`src/rtl/rst_ctrl.sv`:
```
module rst_ctrl #(
  parameter int FILT_CYCLES = 4,
  parameter int PWRT_CYCLES = 64
) (
  input  logic       clk,
  input  logic       mclr_n,
  input  logic       por_evt,
  input  logic       bor_low,
  input  logic       bor_en,
  input  logic       wdt_req,
  input  logic       sw_we,
  input  logic [1:0] sw_wdata,
  output logic       sys_rst,
  output logic       por_flag,
  output logic       bor_flag
);
  localparam int FW = $clog2(FILT_CYCLES + 1);
  localparam int TW = (PWRT_CYCLES > 1) ? $clog2(PWRT_CYCLES) : 1;

  logic [1:0]    mclr_sync;
  logic [FW-1:0] low_cnt;
  logic [TW-1:0] pwrt_cnt;
  logic          pwrt_done;
  logic          mclr_hit;
  logic          bor_act;

  assign bor_act  = bor_en & bor_low;
  assign mclr_hit = (low_cnt == FW'(FILT_CYCLES));
  assign sys_rst  = por_evt | wdt_req | bor_act | mclr_hit | ~pwrt_done;

  always_ff @(posedge clk or posedge por_evt) begin
    if (por_evt) mclr_sync <= 2'b11;
    else         mclr_sync <= {mclr_sync[0], mclr_n};
  end

  always_ff @(posedge clk or posedge por_evt) begin
    if (por_evt)           low_cnt <= '0;
    else if (mclr_sync[1]) low_cnt <= '0;
    else if (!mclr_hit)    low_cnt <= low_cnt + 1'b1;
  end

  always_ff @(posedge clk or posedge por_evt) begin
    if (por_evt) begin
      pwrt_cnt  <= '0;
      pwrt_done <= 1'b0;
    end else if (bor_act) begin
      pwrt_cnt  <= '0;
      pwrt_done <= 1'b0;
    end else if (!pwrt_done) begin
      if (pwrt_cnt == TW'(PWRT_CYCLES - 1)) pwrt_done <= 1'b1;
      else                                  pwrt_cnt  <= pwrt_cnt + 1'b1;
    end
  end

  always_ff @(posedge clk or posedge por_evt) begin
    if (por_evt) begin
      por_flag <= 1'b0;
      bor_flag <= 1'b0;
    end else begin
      if (sw_we && !sys_rst) begin
        por_flag <= sw_wdata[0];
        bor_flag <= sw_wdata[1];
      end
      if (bor_act) bor_flag <= 1'b0;
    end
  end
endmodule

```
`config.mk`:
```
export PLATFORM = sky130hd
export DESIGN_NAME = rst_ctrl
export DESIGN_NICKNAME = d
export VERILOG_FILES = /design/src/rtl/rst_ctrl.sv
export SDC_FILE = /design/constraint.sdc
export NUM_CORES = 1
export LEC_CHECK = 0
export ABC_CLOCK_PERIOD_IN_PS = 1600
export BUFFER_PORTS_ARGS = -buffer_cell sky130_fd_sc_hd__buf_4
export CORE_ASPECT_RATIO = 1.1
export CORE_MARGIN = 10
export CORE_UTILIZATION = 41
export DETAILED_ROUTE_END_ITERATION = 8
export PLACE_DENSITY = 0.7
export SETUP_SLACK_MARGIN = 0.02
export SYNTH_ARGS = -nofsm -noshare
export SYNTH_HDL_FRONTEND = slang
export SYNTH_SLANG_ARGS = --single-unit
export TNS_END_PERCENT = 30
```
`constraint.sdc`:
```
create_clock -name clk -period 1.6 [get_ports clk]
set_input_delay 0.24 -clock clk [delete_from_list [all_inputs] [get_ports clk]]
set_output_delay 0.24 -clock clk [all_outputs]
set_load 0.02 [all_outputs]
```
Word level (Yosys, flattened, before mapping)
Cells that the tools add are included.

operators by class
  $add $sub $neg = 2
  bitwise gates (word level) = 6
  muxes and demuxes = 10
  reduce and logical (&&, ||, !) cells = 4
  eq/ne operators = 5

operators with widths
  cell                                            number
  two-way mux 6 bit                               3
  adder 6 x 1 -> 6 bit (second input constant)    1
  equality test 6 bit (second input constant)     1
  two-way mux 3 bit                               2
  two-way mux 1 bit                               5
  != test 2 bit (second input constant)           2
  bitwise OR 1 bit                                4
  adder 3 x 1 -> 3 bit (second input constant)    1
  equality test 3 bit (second input constant)     1
  != test 2 x 1 -> 1 bit (second input constant)  1
  AND reduction 2 bit                             1
  nonzero test 2 bit                              1
  AND 1 bit                                       1
  logical AND 1 bit                               1
  logical NOT 1 bit                               1
  NOT 1 bit                                       1

storage, ports and cells
  register bits after elaboration = 14
  input bits = 9
  logic and storage cells = 33

Logic depth before layout (Yosys ltp)
  depth after elaboration = 8
  depth in mapped cells = 5

Least setup slack after synthesis
Ideal clock, no wire load.

  path type = register -> register
  from = reg low_cnt[0]
  to = reg por_flag
  library setup time = 0.128 ns
  clock period less this slack = 1.513 ns
  cell stages (with the launch flop) = 6
  arrival = 1.386 ns
  path slack = 0.087 ns
  cell sequence = dfrtp_1 -> inv_1 -> ha_1 -> a211o_1 -> nor4_2 -> mux2_1

on the way
  longest elaborated chain between the ends = 5

ends and longest elaborated chain
  item                            line  RTL
  from (decl)                     21    logic [FW-1:0] low_cnt;
  from (signal assigned)          39    else if (!mclr_hit) low_cnt <= low_cnt + 1'b1;
  equality test 3 bit             28    assign mclr_hit = (low_cnt == FW'(FILT_CYCLES));
  bitwise OR 1 bit (2 in series)  29    assign sys_rst = por_evt | wdt_req | bor_act | mclr_hit | ~pwrt_done;
  logical NOT 1 bit               60    if (sw_we && !sys_rst) begin
  logical AND 1 bit               60
  to (signal assigned)            61    por_flag <= sw_wdata[0];
  to (decl)                       14    output logic por_flag,

Every way passes these cells.
A chain may end at the register's enable or synchronous reset.

Final worst setup path
  from = reg low_cnt[1]
  to = out sys_rst

on the way
  longest elaborated chain between the ends = 3

ends and longest elaborated chain
  item                            line  RTL
  equality test 3 bit             28
  bitwise OR 1 bit (2 in series)  29
  to (decl)                       13    output logic sys_rst,

Every way passes these cells.

==> results.yml <==
hold_path:
  hp-class: "input pin to async pin"
synthesis:
  syn_area_um2: 707
  synth_edf_count: 0
  synth_top_area_frac: 0.425
  synthTopCellsByArea: "dfrtp_1 42%, dfstp_2 7.4%, ha_1 5.3%, nand2_1 4.2%, a31oi_1 3.5%"
  seq_area_frac_synth: 0.499
  synth.most_common_cell: "dfrtp_1"
  postSynthAreaPerCell_um2: 10.1
  ys.flop_type: "dfrtp_1"
  async_flop_share: 1.00
  synthCells: 70
  synth_top_cell_by_area: "dfrtp_1"
  yosysWarningCount: 0
  synth.distinct_cells: 29
  syn_nets: 82
  synth_common_cells: "12 x dfrtp_1, 8 x nand2_1, 5 x inv_1"
  ys_ff_latch: 14
grt:
  grt_start_max_net_pins: 15
  grt_pass1_vias: 617
  antenna_found_initial: 0
  grt_usage: 0.0898
  grt_overflow: 0
  grt_pass1_wl_um: 2740
clock_tree:
  cts_max_level: 1
  clk_pin_slew_ns: 0.09
  insertion_delay_ns: 0.28
  clockBufferDepth: 2
  ctsHoldBuffers: 0
  cts_made_buffers: 3
  cts.sink_count: 14
  cts_tree: "yes"
  cts-root-buf: "clkbuf_4"
worst_setup_path:
  crit_type: "register to output port"
  r2r_setup_slack_ns: 0.08
  critPathRequiredTime_ns: 1.36
  crit_path_start: "low_cnt[1]$_DFFE_PP0P_"
  rr_worst_depth: 5
  cp-start-kind: "register"
  rr_endpoint: "por_flag$_DFFE_PP0P_"
  crit_end: "sys_rst"
  r2r-start: "low_cnt[1]$_DFFE_PP0P_"
  arrival_ns: 1.35
  worstSetupEndpointType: "output port"
  critPathMaxFanout: 3
cells_and_area:
  nets: 107
  fillers: 135
  area_delta_synth_final_pct: 31.9
  instances_no_fill: 111
  diodes: 0
  drive_above_1_share: 0.319
route:
  wl_per_cell_um: 14.4
  firstDrtPassIters: 4
  met3WireLength_um: 109
  antenna_left: 0
  route.detailed.drc: 0
  vias: 617
  routedLengthMet1_um: 694
  drt_iter0_drc: 27
  drt-total-wl_um: 1600
  viasPerCell: 5.56
  met2_length_um: 775
  top_layer: "met4"
sta:
  fin_skew_ns: 0.00353
  period_share: 0.994
  worst_pin_slew_ns: 0.527
  slew_violations: 0
  slew_headroom: 0.648
  tns_ns: 0
  finalSetupViolCount: 0
  rsz0062_at_grt: "yes"
  period_needed_ns: 1.59
  finalHoldViolCount: 0
  fmax_mhz: 629
power:
  pwr_density_cell_nw_per_um2: 1100
  vdd.ir_drop.worst_mv: 0.613
  leakage_nw: 0.461
die:
  ios: 12
  die_w_um: 59.6
  dieArea_um2: 3790
  num_rows: 15
  core_area_um2: 1600
  initial_core_util: 0.443
  die_h_um: 63.6
place:
  hpwl_um: 1190
  dpl.cell_count: 100
  io_buffer_count: 11
  gp_congestion: 0.769
run_status:
  outcome: "finished, final reports clean"
run:
  drv_cap: 0
==> cell usage in the layout, fill, tap and decap left out, types with 3 or more instances in the layout <==
cell type / instances
buf_4: 19
a31oi_1: 4
nand2_1: 8
a21oi_1: 3
clkbuf_4: 3
dfrtp_1: 12
nor2_1: 4
inv_1: 5
nand3_1: 3
==> flip-flops by register name, indices dropped and copies added, names as in the netlist <==
register and flops:
bor_flag 1, low_cnt 3, pwrt_done 1, por_flag 1, pwrt_cnt 6, mclr_sync 2
==> how the worst min path moves through the flow <==
| stage | startpoint | end |
|---|---|---|
| floorplan | por_evt | bor_flag$_DFFE_PP0P_ |
| global placement | por_evt | por_flag$_DFFE_PP0P_ |
| detailed placement | por_evt | por_flag$_DFFE_PP0P_ |
| CTS | por_evt | pwrt_cnt[1]$_DFFE_PP0P_ |
| global route | por_evt | pwrt_cnt[1]$_DFFE_PP0P_ |
| finish | por_evt | pwrt_cnt[1]$_DFFE_PP0P_ |
==> routing by layer <==
layer  track usage  vias up
li1              -      303
met1         0.112      286
met2         0.135       24
met3        0.0321        4
met4        0.0337        0
met5             0        -
==> logic make-up (layout without fill, tap and decap cells) <==
family | after synthesis | after routing | share of synthesized area
AND/OR/NAND/NOR | 29 | 29 | 0.223
AO/OA/AOI/OAI | 14 | 14 | 0.135
flip-flops | 14 | 14 | 0.499
buffers and inverters | 6 | 30 | 0.0336
adder cells (fa/ha/maj) | 3 | 3 | 0.0531
multiplexers | 3 | 3 | 0.0442
XOR/XNOR | 1 | 1 | 0.0124
==> metrics by stage <==
| step | hold WS (ns) | setup WS (ns) | power [mW] | util | area, um2 |
|---|---|---|---|---|---|
| 2_1_floorplan | 0.128 | 0.0869 | 0.647 | - | 707 |
| 3_3_place_gp | 0.338 | 0.0580 | 0.726 | 0.519 | 828 |
| 6_report | 0.00756 | 0.00979 | 1.02 | 0.584 | 932 |
| 5_1_grt | 0.0353 | -0.0623 | 1.08 | 0.584 | 932 |
| 4_1_cts | 0.0345 | -0.0408 | 1.02 | 0.582 | 928 |
| 3_5_place_dp | 0.337 | 0.0342 | 0.737 | 0.519 | 828 |
==> power by group <==
part           internal [mW]  leakage [nW]  switching, mW
Clock                  0.138        0.0210          0.119
Combinational          0.144         0.261          0.125
Sequential             0.417         0.179         0.0776
==> timing repair <==
item / 4_1_cts / 5_1_grt
buffers inserted: 7 / 1
pin swaps: 2 / 3
endpoints found under the setup margin: 1 / 3
gates resized for setup: 3 / 1
==> final cells by class <==
| class | count | area (um2) | share of cell area |
|---|---|---|---|
| clock buffers | 4 | 36.3 | 0.0389 |
| inverters | 5 | 18.8 | 0.0201 |
| well taps | 17 | 21.3 | 0.0228 |
| repair buffers | 21 | 165 | 0.177 |
| flip-flops and latches | 14 | 353 | 0.379 |
| multi-input cells | 50 | 338 | 0.362 |
==> worst max-delay path, stage by stage (launching register included) <==
cell and delay, ns:
dfrtp_1 0.35, inv_1 0.05, ha_2 0.20, a211oi_2 0.20, nand3_1 0.12, buf_6 0.15
Note: power is estimated with default switching activity, not from simulation.
